`config.mk`:
```
export PLATFORM = sky130hd
export DESIGN_NAME = dma_irq_unit
export DESIGN_NICKNAME = d
export VERILOG_FILES = /design/src/rtl/dma_irq_pkg.sv /design/src/rtl/dma_irq_flags.sv /design/src/rtl/dma_irq_timer.sv /design/src/rtl/dma_irq_unit.sv
export SDC_FILE = /design/constraint.sdc
export NUM_CORES = 1
export LEC_CHECK = 0
export ABC_CLOCK_PERIOD_IN_PS = 2200
export BUFFER_PORTS_ARGS = -buffer_cell sky130_fd_sc_hd__buf_2
export CAP_MARGIN = 25
export CORE_ASPECT_RATIO = 1.1
export CORE_MARGIN = 5
export CORE_UTILIZATION = 49
export DETAILED_ROUTE_END_ITERATION = 10
export PLACE_DENSITY = 0.72
export RECOVER_POWER = 100
export SLEW_MARGIN = 25
export SYNTH_ARGS = -nofsm -noshare
export SYNTH_HDL_FRONTEND = slang
export SYNTH_SLANG_ARGS = --single-unit
```
`constraint.sdc`:
```
create_clock -name clk -period 2.2 [get_ports clk]
set_clock_uncertainty 0.2 [all_clocks]
set_input_delay 0.44 -clock clk [delete_from_list [all_inputs] [get_ports clk]]
set_output_delay 0.44 -clock clk [all_outputs]
set_load 0.005 [all_outputs]
```
`src/rtl/dma_irq_pkg.sv`:
```
package dma_irq_pkg;

    // Dense flag order used inside the unit
    localparam int N_FLAGS  = 5;
    localparam int F_ABORT  = 0;
    localparam int F_DONE   = 1;
    localparam int F_ZERO   = 2;
    localparam int F_HALF   = 3;
    localparam int F_TOUT   = 4;

    // Register layout positions (decoded by software)
    localparam int LAY_W      = 7;
    localparam int POS_ABORT  = 0;
    localparam int POS_DONE   = 1;
    localparam int POS_ZERO   = 2;
    localparam int POS_HALF   = 4;
    localparam int POS_TOUT   = 6;

    typedef enum logic [1:0] {
        SEL_ENABLE = 2'd0,
        SEL_STATUS = 2'd1,
        SEL_RELOAD = 2'd2,
        SEL_NONE   = 2'd3
    } reg_sel_e;

    typedef enum logic [1:0] {
        TMR_OFF     = 2'd0,
        TMR_RUN     = 2'd1,
        TMR_EXPIRED = 2'd2
    } tmr_state_e;

    function automatic logic [LAY_W-1:0] spread(input logic [N_FLAGS-1:0] d);
        logic [LAY_W-1:0] r;
        r            = '0;
        r[POS_ABORT] = d[F_ABORT];
        r[POS_DONE]  = d[F_DONE];
        r[POS_ZERO]  = d[F_ZERO];
        r[POS_HALF]  = d[F_HALF];
        r[POS_TOUT]  = d[F_TOUT];
        return r;
    endfunction

    function automatic logic [N_FLAGS-1:0] gather(input logic [LAY_W-1:0] w);
        logic [N_FLAGS-1:0] r;
        r[F_ABORT] = w[POS_ABORT];
        r[F_DONE]  = w[POS_DONE];
        r[F_ZERO]  = w[POS_ZERO];
        r[F_HALF]  = w[POS_HALF];
        r[F_TOUT]  = w[POS_TOUT];
        return r;
    endfunction

endpackage

```
`src/rtl/dma_irq_flags.sv`:
```
module dma_irq_flags
    import dma_irq_pkg::*;
#(
    parameter int N = N_FLAGS
) (
    input  logic         clk,
    input  logic         rst_n,
    input  logic [N-1:0] set_vec,
    input  logic [N-1:0] clr_vec,
    output logic [N-1:0] flags
);

    logic [N-1:0] flag_q;

    for (genvar i = 0; i < N; i++) begin : g_flag
        always_ff @(posedge clk or negedge rst_n) begin
            if (!rst_n) begin
                flag_q[i] <= 1'b0;
            end else if (set_vec[i]) begin
                flag_q[i] <= 1'b1;
            end else if (clr_vec[i]) begin
                flag_q[i] <= 1'b0;
            end
        end

        AST_SET_WINS: assert property (@(posedge clk) disable iff (!rst_n)
            set_vec[i] |=> flag_q[i]);
        AST_W1C_CLEARS: assert property (@(posedge clk) disable iff (!rst_n)
            (clr_vec[i] && !set_vec[i]) |=> !flag_q[i]);
        AST_STICKY: assert property (@(posedge clk) disable iff (!rst_n)
            (flag_q[i] && !clr_vec[i]) |=> flag_q[i]);
    end

    assign flags = flag_q;

endmodule

```
`src/rtl/dma_irq_timer.sv`:
```
module dma_irq_timer
    import dma_irq_pkg::*;
#(
    parameter int TMR_W = 16
) (
    input  logic             clk,
    input  logic             rst_n,
    input  logic             run_en,
    input  logic             served,
    input  logic [TMR_W-1:0] reload,
    output logic             fire
);

    tmr_state_e       state_q, state_d;
    logic [TMR_W-1:0] cnt_q, cnt_d;
    logic             cnt_zero;

    assign cnt_zero = (cnt_q == '0);

    // State register
    always_ff @(posedge clk or negedge rst_n) begin
        if (!rst_n) begin
            state_q <= TMR_OFF;
            cnt_q   <= '0;
        end else begin
            state_q <= state_d;
            cnt_q   <= cnt_d;
        end
    end

    // Next state and count
    always_comb begin
        state_d = state_q;
        cnt_d   = cnt_q;
        unique case (state_q)
            TMR_OFF: begin
                cnt_d = '0;
                if (run_en) begin
                    state_d = TMR_RUN;
                    cnt_d   = reload;
                end
            end
            TMR_RUN: begin
                if (!run_en) begin
                    state_d = TMR_OFF;
                    cnt_d   = '0;
                end else if (served) begin
                    cnt_d = reload;
                end else if (cnt_zero) begin
                    state_d = TMR_EXPIRED;
                end else begin
                    cnt_d = cnt_q - TMR_W'(1);
                end
            end
            TMR_EXPIRED: begin
                if (!run_en) begin
                    state_d = TMR_OFF;
                    cnt_d   = '0;
                end else if (served) begin
                    state_d = TMR_RUN;
                    cnt_d   = reload;
                end
            end
            default: begin
                state_d = TMR_OFF;
                cnt_d   = '0;
            end
        endcase
    end

    // Outputs
    always_comb begin
        fire = 1'b0;
        unique case (state_q)
            TMR_RUN:     fire = run_en && !served && cnt_zero;
            TMR_OFF,
            TMR_EXPIRED: fire = 1'b0;
            default:     fire = 1'b0;
        endcase
    end

    AST_DECREMENT: assert property (@(posedge clk) disable iff (!rst_n)
        (state_q == TMR_RUN && run_en && !served && !cnt_zero)
        |=> (cnt_q == $past(cnt_q) - TMR_W'(1)));
    AST_RELOAD_ON_SERVE: assert property (@(posedge clk) disable iff (!rst_n)
        (state_q != TMR_OFF && run_en && served)
        |=> (state_q == TMR_RUN && cnt_q == $past(reload)));
    AST_HOLD_EXPIRED: assert property (@(posedge clk) disable iff (!rst_n)
        (state_q == TMR_EXPIRED && run_en && !served)
        |=> (state_q == TMR_EXPIRED && cnt_q == '0));
    AST_OFF_SILENT: assert property (@(posedge clk) disable iff (!rst_n)
        !run_en |=> (state_q == TMR_OFF && !fire));

endmodule

```
`src/rtl/dma_irq_unit.sv`:
```
module dma_irq_unit
    import dma_irq_pkg::*;
#(
    parameter int TMR_W = 16
) (
    input  logic             clk,
    input  logic             rst_n,
    input  logic             tmo_enable,
    input  logic             ev_bus_err,
    input  logic             ev_done,
    input  logic             ev_cnt_zero,
    input  logic             ev_cnt_half,
    input  logic             ev_req_served,
    input  logic [1:0]       reg_sel,
    input  logic             reg_wr,
    input  logic [TMR_W-1:0] reg_wdata,
    output logic [TMR_W-1:0] reg_rdata,
    output logic             irq
);

    localparam int PAD_W = TMR_W - LAY_W;

    reg_sel_e             sel;
    logic                 en_wr, status_wr, reload_wr;
    logic [N_FLAGS-1:0]   en_q;
    logic [TMR_W-1:0]     reload_q;
    logic [N_FLAGS-1:0]   set_dense, clr_dense, status;
    logic                 tmo_fire;

    assign sel       = reg_sel_e'(reg_sel);
    assign en_wr     = reg_wr && (sel == SEL_ENABLE);
    assign status_wr = reg_wr && (sel == SEL_STATUS);
    assign reload_wr = reg_wr && (sel == SEL_RELOAD);

    always_ff @(posedge clk or negedge rst_n) begin
        if (!rst_n) begin
            en_q     <= '0;
            reload_q <= '0;
        end else begin
            if (en_wr) begin
                en_q <= gather(reg_wdata[LAY_W-1:0]);
            end
            if (reload_wr) begin
                reload_q <= reg_wdata;
            end
        end
    end

    dma_irq_timer #(.TMR_W(TMR_W)) u_timer (
        .clk    (clk),
        .rst_n  (rst_n),
        .run_en (tmo_enable),
        .served (ev_req_served),
        .reload (reload_q),
        .fire   (tmo_fire)
    );

    always_comb begin
        set_dense          = '0;
        set_dense[F_ABORT] = ev_bus_err;
        set_dense[F_DONE]  = ev_done;
        set_dense[F_ZERO]  = ev_cnt_zero;
        set_dense[F_HALF]  = ev_cnt_half;
        set_dense[F_TOUT]  = tmo_fire;
    end

    assign clr_dense = status_wr ? gather(reg_wdata[LAY_W-1:0]) : '0;

    dma_irq_flags #(.N(N_FLAGS)) u_flags (
        .clk     (clk),
        .rst_n   (rst_n),
        .set_vec (set_dense),
        .clr_vec (clr_dense),
        .flags   (status)
    );

    always_comb begin
        reg_rdata = '0;
        unique case (sel)
            SEL_ENABLE: reg_rdata = {{PAD_W{1'b0}}, spread(en_q)};
            SEL_STATUS: reg_rdata = {{PAD_W{1'b0}}, spread(status)};
            SEL_RELOAD: reg_rdata = reload_q;
            SEL_NONE:   reg_rdata = '0;
            default:    reg_rdata = '0;
        endcase
    end

    assign irq = |(status & en_q);

    AST_IRQ_SOURCE: assert property (@(posedge clk) disable iff (!rst_n)
        $rose(irq) |-> ($past(|set_dense) || $past(en_wr)));
    AST_IRQ_FALL: assert property (@(posedge clk) disable iff (!rst_n)
        $fell(irq) |-> ($past(status_wr) || $past(en_wr)));
    AST_ENABLE_HOLD: assert property (@(posedge clk) disable iff (!rst_n)
        !en_wr |=> $stable(en_q));

endmodule

```
==> results of run 1 <==
## cell type report
class | instances | area [um2] | share of cell area, %
Multi-Input combinational cell | 163 | 1190 | 41.4
Timing Repair Buffer | 63 | 359 | 12.5
Clock inverter | 2 | 60.1 | 2.09
Inverter | 6 | 22.5 | 0.784
Sequential cell | 44 | 1100 | 38.3
Clock buffer | 5 | 68.8 | 2.40
Tap cell | 56 | 70.1 | 2.44
## Yosys cell counts
master,n
and2_1,12
buf_2,2
mux2_2,21
nor3_1,3
or4_4,1
ha_1,1
inv_1,6
nand2_1,14
nor4_4,2
a41oi_1,1
nand4bb_1,1
nor3_2,1
o22ai_1,1
and2b_1,1
a22o_1,1
a21oi_2,2
a211oi_1,3
buf_1,1
and3b_1,1
o21ai_1,9
a21oi_1,12
or4b_4,1
a31oi_1,1
a22oi_1,9
a21o_1,4
dfrtp_1,44
and4_1,1
a21o_4,1
nand3_1,1
o21ai_0,23
nor2b_1,3
a222oi_1,1
nor4_1,2
clkbuf_1,5
nor2_1,14
or4_1,2
buf_6,2
nand2b_1,1
o211ai_1,1
nor3b_1,2
mux2i_1,5
or3_1,1
a32oi_1,1
## how the worst min path moves through the flow
stage                            from  slack [ps]               end  depth (start not counted)
after CTS                 ev_cnt_zero         110  u_flags.flags[2]                          2
after global placement          rst_n          60  u_flags.flags[1]                          1
after detailed placement        rst_n          60  u_flags.flags[1]                          1
final                      ev_bus_err         110  u_flags.flags[0]                          2
after global routing      ev_cnt_half         110  u_flags.flags[3]                          2
after floorplan                 rst_n         -60           en_q[0]                          0
## layout by cell type, fill, tap and decap left out, types with 2 or more instances in the layout
cell and instances:
a211oi_1 2, a21o_1 4, a21o_4 3, a21oi_1 11, a21oi_2 3, a22oi_1 8, and2_0 2, and2_1 10
buf_2 30, buf_4 14, bufinv_16 2, clkbuf_1 14, clkbuf_2 2, clkbuf_8 5, dfrtp_1 44, inv_1 4
inv_2 2, mux2_2 21, mux2i_1 5, nand2_1 14, nor2_1 14, nor2b_1 3, nor3_2 2, nor3b_1 2
nor4_1 2, nor4_4 2, o21ai_0 15, o21ai_1 17, or4_1 2
## worst register-to-register path, cell delays in order (launching register included)
cell and delay, ps:
dfrtp_1 410, inv_2 100, ha_4 140, or4b_4 510
nor4_4 230, buf_4 190, a21o_4 230, o21ai_0 140
## registers in the layout (all words and copies together), names as in the netlist
| signal | cells |
|---|---|
| u_timer.state_q | 2 |
| reload_q | 16 |
| u_flags.flags | 5 |
| u_timer.cnt_q | 16 |
| en_q | 5 |
## stage by stage
| step | setup WS [ps] | utilization [%] | area [um2] | setup TNS, ps | cells |
|---|---|---|---|---|---|
| 2_1_floorplan | 42.7 | - | 2290 | 0 | 221 |
| 3_3_place_gp | 112 | 57.7 | 2650 | 0 | 323 |
| 3_5_place_dp | 32.5 | 57.7 | 2650 | 0 | 323 |
| 4_1_cts | 5.10 | 60.7 | 2790 | 0 | 331 |
| 5_1_grt | -81.3 | 62.6 | 2870 | -883 | 339 |
| 6_report | -66.7 | 62.6 | 2870 | -165 | 339 |
## kinds of logic after synthesis
group | Yosys count | synth area share, %
and+or+nand+nor | 64 | 16.9
adders and majority gates | 1 | 0.545
muxes | 26 | 12.5
DFF | 44 | 48.0
buffers and inverters | 16 | 3.38
AOI/OAI and AO/OA | 70 | 18.7
## power by group
part	internal (W)	leakage [nW]	switching, W
combinational	0.000287	0.665	0.000285
clock	0.000447	0.0642	0.000279
sequential	0.000934	0.534	0.000132
## per-layer routing
layer  global-route usage, %  wire length [um]  vias up
met2                    30.7              2910       42
met3                    4.16               222        5
li1                        -                 -      934
met4                    6.12                70        0
met1                    25.9              2560      986
met5                       0                 0        -
## timing repair
item                                    in CTS  in global routing
endpoints found under the setup margin       0                 16
resized for setup                            0                 22
hold buffers                                 1                  0
setup buffers                                0                  6
endpoints found under the hold margin       44                  0
==> impl_results.md, run 1 <==
- Via density: 5.80
- Share of the yosys chip area belonging to registers: 48.0%
- Initial antenna violation count: 0
- Worst r2r src: u_timer.cnt_q[0]
- Crit path launch type: flip-flop
- Synthesis-to-layout area growth: 25.1%
- Final Setup Violations: 8
- Worst-path clk slew: 80 ps
- CTS sink cnt: 44
- Worst Path Arrival: 2230 ps
- TritonCTS clock tree: yes
- Root Driver: clkbuf_8
- CP max stage cell: or4b_4
- Crit path buf inv count: 2
- Crit-path cells: inv_2 -> ha_4 -> or4b_4 -> nor4_4 -> buf_4 -> a21o_4 -> o21ai_0
- Final net count: 311
- Crit path to: u_timer.cnt_q[6]
- CTS H-tree depth: 2
- Wire per inst: 17.0 um
- WP data required: 2170 ps
- Top cell type's share of synthesized area: 48.0%
- Die H: 81.8 um
- Max VDD drop: 0.000637 V
- Filler cells: 369
- Final WL: 5760 um
- Worst-path maximum fanout: 13
- CP startpoint: u_timer.cnt_q[0]
- Largest area contributor in the netlist: dfrtp_1
- TritonRoute pass-1 iters: 4
- IO Count: 44
- PortBufs: 43
- Levels on crit path: 7
- Failing checks: negative setup slack
- Achievable frequency: 0.441 GHz
- ANT cells: 0
- Yosys warns: 0
- Max Cap Viol: 0
- Initial Util: 50.0%
- Total grt overflow: 0
- Vias in the first global route: 1,845
- WS Path Type: reg -> reg
- TritonCTS Buffers: 5
- Slew Limit Headroom: 30.2%
- Top cells by area, synth: dfrtp_1 (48%), mux2_2 (10%), o21ai_0 (5.0%), and2_1 (3.3%), a22oi_1 (2.9%)
- DR DRC count: 0
- R2R depth: 7
- Worst slew pin tran: 1050 ps
- Final Power: 0.00236 W
- Reg2Reg Setup Slack: -70 ps
- Worst skew pair latency: 300 ps
- Layout cell share with drive strength beyond 1: 33.6%
- GRT Resource Usage Total: 19.1%
- Pleak: 1.26 nW
- Antenna Violating Nets Remaining: 0
- Row count: 26
- Die area: 0.00615 mm2
- CP Capture Type: flip-flop
- Core Area: 0.00459 mm2
- Yosys cell types: 43
- Min-Delay Path Class: in -> reg
- First-pass GRT wire length: 8990 um
- Setup ws final: -66.7 ps
- Via count: 1,967
- RePlAce Congestion: 0.818
- Mapped Area: 0.00229 mm2
- Slowest stage delay, CP: 500 ps
- Yosys reg bits: 44
- Reg-to-Reg End: u_timer.cnt_q[6]
- Post-synth net total: 249
- Largest net degree at the start of global routing: 42
- Initial DRC count: 195
- Dpl hpwl: 3830 um
- Syn Area/Cell: 10.4 um2
- Slew Limit Fails: 0
- Status: finished, violations left
- Final Hold Fails: 0
- Tmin final: 2270 ps
- Hold Slack: 114 ps
- CTS max path bufs: 2
- Cells after synthesis: 221
- Die X: 75.3 um
- Crit share post-route: 103%
- Pwr per Cell Area: 823 mW/mm2
- Top delay family on crit path: simple AND/OR/NAND/NOR gates
Note: power is estimated with default switching activity, not from simulation.
==> inputs of run 2 (changes only) <==
Settings changed: ABC_AREA set to 1, CORE_UTILIZATION 49 to 50.
==> impl_results.md, run 2 <==
- Status: completed
- Global-route layer with the greatest usage: met2
- Reg-to-Reg End: u_timer.cnt_q[5]
- Largest area contributor in the netlist: dfrtp_1
- Yosys cell types: 32 (-26%)
- WP data required: 1560 ps (-610 ps)
- Tmin final: 2020 ps (-244 ps)
- Max VDD drop: 0.000472 V (-26%)
- Max Cap Viol: 0 (unchanged)
- R2R depth: 9 (+2)
- CTS H-tree depth: 2 (unchanged)
- Number of flops mapped to enable cells by yosys: 0 (unchanged)
- Post-synth top cells: nand2_1 (84), nor2_1 (64), dfrtp_1 (44)
- Slew Limit Headroom: 57.1% (+27 points)
- Worst hold path startpoint: ev_done
- WS Path Type: in -> out
- PortBufs: 43 (unchanged)
- GRT met2 Usage: 32.0% (+1.3 points)
- Most frequent cells in the layout: nand2_1 (88), nor2_1 (64), dfrtp_1 (44), inv_1 (41)
- Reg2Reg Setup Slack: 240 ps (+310 ps)
- Yosys warns: 0 (unchanged)
- TritonRoute pass-1 iters: 4 (unchanged)
- Comb power frac: 22.7% (-1.5 points)
- Top cell type's share of synthesized area: 43.4% (-4.5 points)
- Regs by FF count: reload_q (16), u_timer.cnt_q (16)
- Final Hold Fails: 0 (unchanged)
- CTS max path bufs: 2 (unchanged)
- Post-synth net total: 376 (+51%)
- Post-CTS Setup Repair Bufs: 0 (unchanged)
- RSZ-0062 raised after global routing: no
- CP Capture Type: primary output
- Syn Area/Cell: 7.28 um2 (-30%)
- Final net count: 427 (+37%)
- Core Area: 0.00497 mm2 (+8.3%)
- Via density: 5.07 (-13%)
- Total grt overflow: 0 (unchanged)
- Worst-path maximum fanout: 10 (-3)
- Cells after synthesis: 348 (+57%)
- ANT cells: 0 (unchanged)
- First-pass GRT wire length: 10,700 um (+19%)
- Via count: 2,320 (+18%)
- Synthesis-to-layout area growth: 17.1%
- Met3 track demand over resource: 3.33% (-0.84 points)
- Final Power: 0.00243 W (+2.6%)
- Slew Limit Fails: 0 (unchanged)
- TritonCTS Buffers: 5 (unchanged)
- Setup ws final: 178 ps (+244 ps)
- Worst r2r src: u_timer.cnt_q[0]
- Int Power: 0.00169 W (+1.5%)
- Post-CTS sizing: 0 (unchanged)
- Initial antenna violation count: 0 (unchanged)
- Crit share post-route: 91.9% (-11 points)
- TritonCTS clock tree: yes
- Switch share: 30.2% (+0.74 points)
- Worst Path Arrival: 1380 ps (-850 ps)
- Clock power frac: 35.3% (+4.6 points)
- Die X: 77.9 um (+3.5%)
- Wire per inst: 13.4 um (-21%)
- Met1 global-route usage: 27.5% (+1.7 points)
- Min-Delay Path Class: in -> reg
- Share of the yosys chip area belonging to registers: 43.4% (-4.5 points)
- Crit path launch type: primary input
- Layout cell share with drive strength beyond 1: 16.8% (-17 points)
- Final WL: 6130 um (+6.5%)
- Dpl hpwl: 4720 um (+23%)
- GRT Resource Usage Total: 19.9% (+0.78 points)
- IO Count: 44 (unchanged)
- Pwr per Cell Area: 817 mW/mm2 (-0.71%)
- Initial Util: 51.0% (+1.0 points)
- Initial DRC count: 147 (-25%)
- Top cells by area, synth: dfrtp_1 (43%), nand2_1 (12%), nor2_1 (9.5%), inv_1 (6.1%), o21ai_0 (5.3%)
- Top FF cell, synth: dfrtp_1
- Share of total power in sequential cells: 42.0% (-3.1 points)
- RePlAce Congestion: 0.863 (+5.5%)
- Die H: 84.7 um (+3.6%)
- Pleak: 1.54 nW (+22%)
- Hold Slack: 127 ps (+12.8 ps)
- Vias in the first global route: 2,259 (+22%)
- Root Driver: clkbuf_8
- Worst slew pin tran: 643 ps (-404 ps)
- Async SR Flop Fraction: 100% (unchanged)
- Final design utilization: 59.8% (-2.8 points)
- Crit path to: reg_rdata[13]
- Worst-path clk slew: 80 ps (about the same)
- Yosys reg bits: 44 (unchanged)
- Worst skew pair latency: 300 ps (about the same)
- Commonest non-fill, non-tap cell in the layout: nand2_1
- Hold-fix buffers, CTS: 1 (unchanged)
- CP startpoint: reg_sel[0]
- Most frequent cell after synthesis: nand2_1
- Die area: 0.00660 mm2 (+7.2%)
- Mapped Area: 0.00253 mm2 (+10%)
- DR DRC count: 0 (unchanged)
- Sum Neg Setup Slack: 0 ps (+165 ps)
- Post-place setup slack: 227 ps (+194 ps)
- Antenna Violating Nets Remaining: 0 (unchanged)
- Largest net degree at the start of global routing: 25 (-40%)
- Psw: 0.000733 W (+5.2%)
- Achievable frequency: 0.494 GHz (+12%)
- Final Setup Violations: 0 (-8)
- CTS sink cnt: 44 (unchanged)
- Row count: 27 (+3.8%)
-- run 2: cell types whose count changed in the layout (fill, tap and decap cells not counted), moves of 13 or more --
cell | before | now
inv_1 | 4 | 41
mux2_2 | 21 | 0
nand2_1 | 14 | 88
nand3_1 | 1 | 15
nor2_1 | 14 | 64
o21ai_0 | 15 | 28
o21ai_1 | 17 | 0
-- run 2: how the worst min path moves through the flow --
stage,endpoint,cells past startpoint,slack (ps)
after CTS,u_flags.flags[3],3,120
final,u_flags.flags[1],3,130
after detailed placement,u_timer.cnt_q[7],1,270
after global routing,u_flags.flags[3],3,140
after floorplan,en_q[0],0,-60
after global placement,u_timer.cnt_q[7],1,270
-- run 2: cell type report --
type	instances	area (um2)
clock buffer	5	68.8
clock inverter	3	90.1
fill	468	2000
inverter	47	179
multi-input combinational	251	1200
sequential	44	1100
tap	58	72.6
timing repair buffer	50	258
-- run 2: cell families (layout without fill, tap and decap cells) --
kind of cell	Yosys count	after routing	share of synthesized area, %
simple gates	182	182	31.0
compound gates	60	60	13.5
buf+inv	53	105	8.74
flops	44	44	43.4
xor+xnor	7	7	2.42
fa+ha+maj	1	1	0.494
mux	1	1	0.395
-- run 2: worst max-delay path, cell delays in order --
cell and delay, ps:
clkbuf_1 110, inv_1 60, nand2_1 150, clkbuf_1 410, nor2_1 90, clkbuf_2 130
-- run 2: metrics by stage --
| step | cells | instance area (um2) |
|---|---|---|
| 6_report | 458 | 2970 |
| 5_1_grt | 458 | 2970 |
| 4_1_cts | 458 | 3010 |
| 3_5_place_dp | 449 | 2840 |
| 3_3_place_gp | 449 | 2840 |
| 2_1_floorplan | 348 | 2530 |
-- run 2: power groups by stage --
stage	clock network (W)	registers [W]	logic (W)
after floorplan	0	0.00101	0.000392
after global placement	0	0.00103	0.000552
after detailed placement	0	0.00103	0.000562
after CTS	0.000868	0.00102	0.000568
after global routing	0.000903	0.00104	0.000635
final	0.000856	0.00102	0.000551
-- run 2: layer usage --
| layer | share of wire [%] | vias to the layer above |
|---|---|---|
| met5 | 0 | - |
| met4 | 1.7 | 0 |
| met3 | 4.2 | 10 |
| met2 | 48 | 52 |
| met1 | 46 | 1064 |
| li1 | - | 1194 |
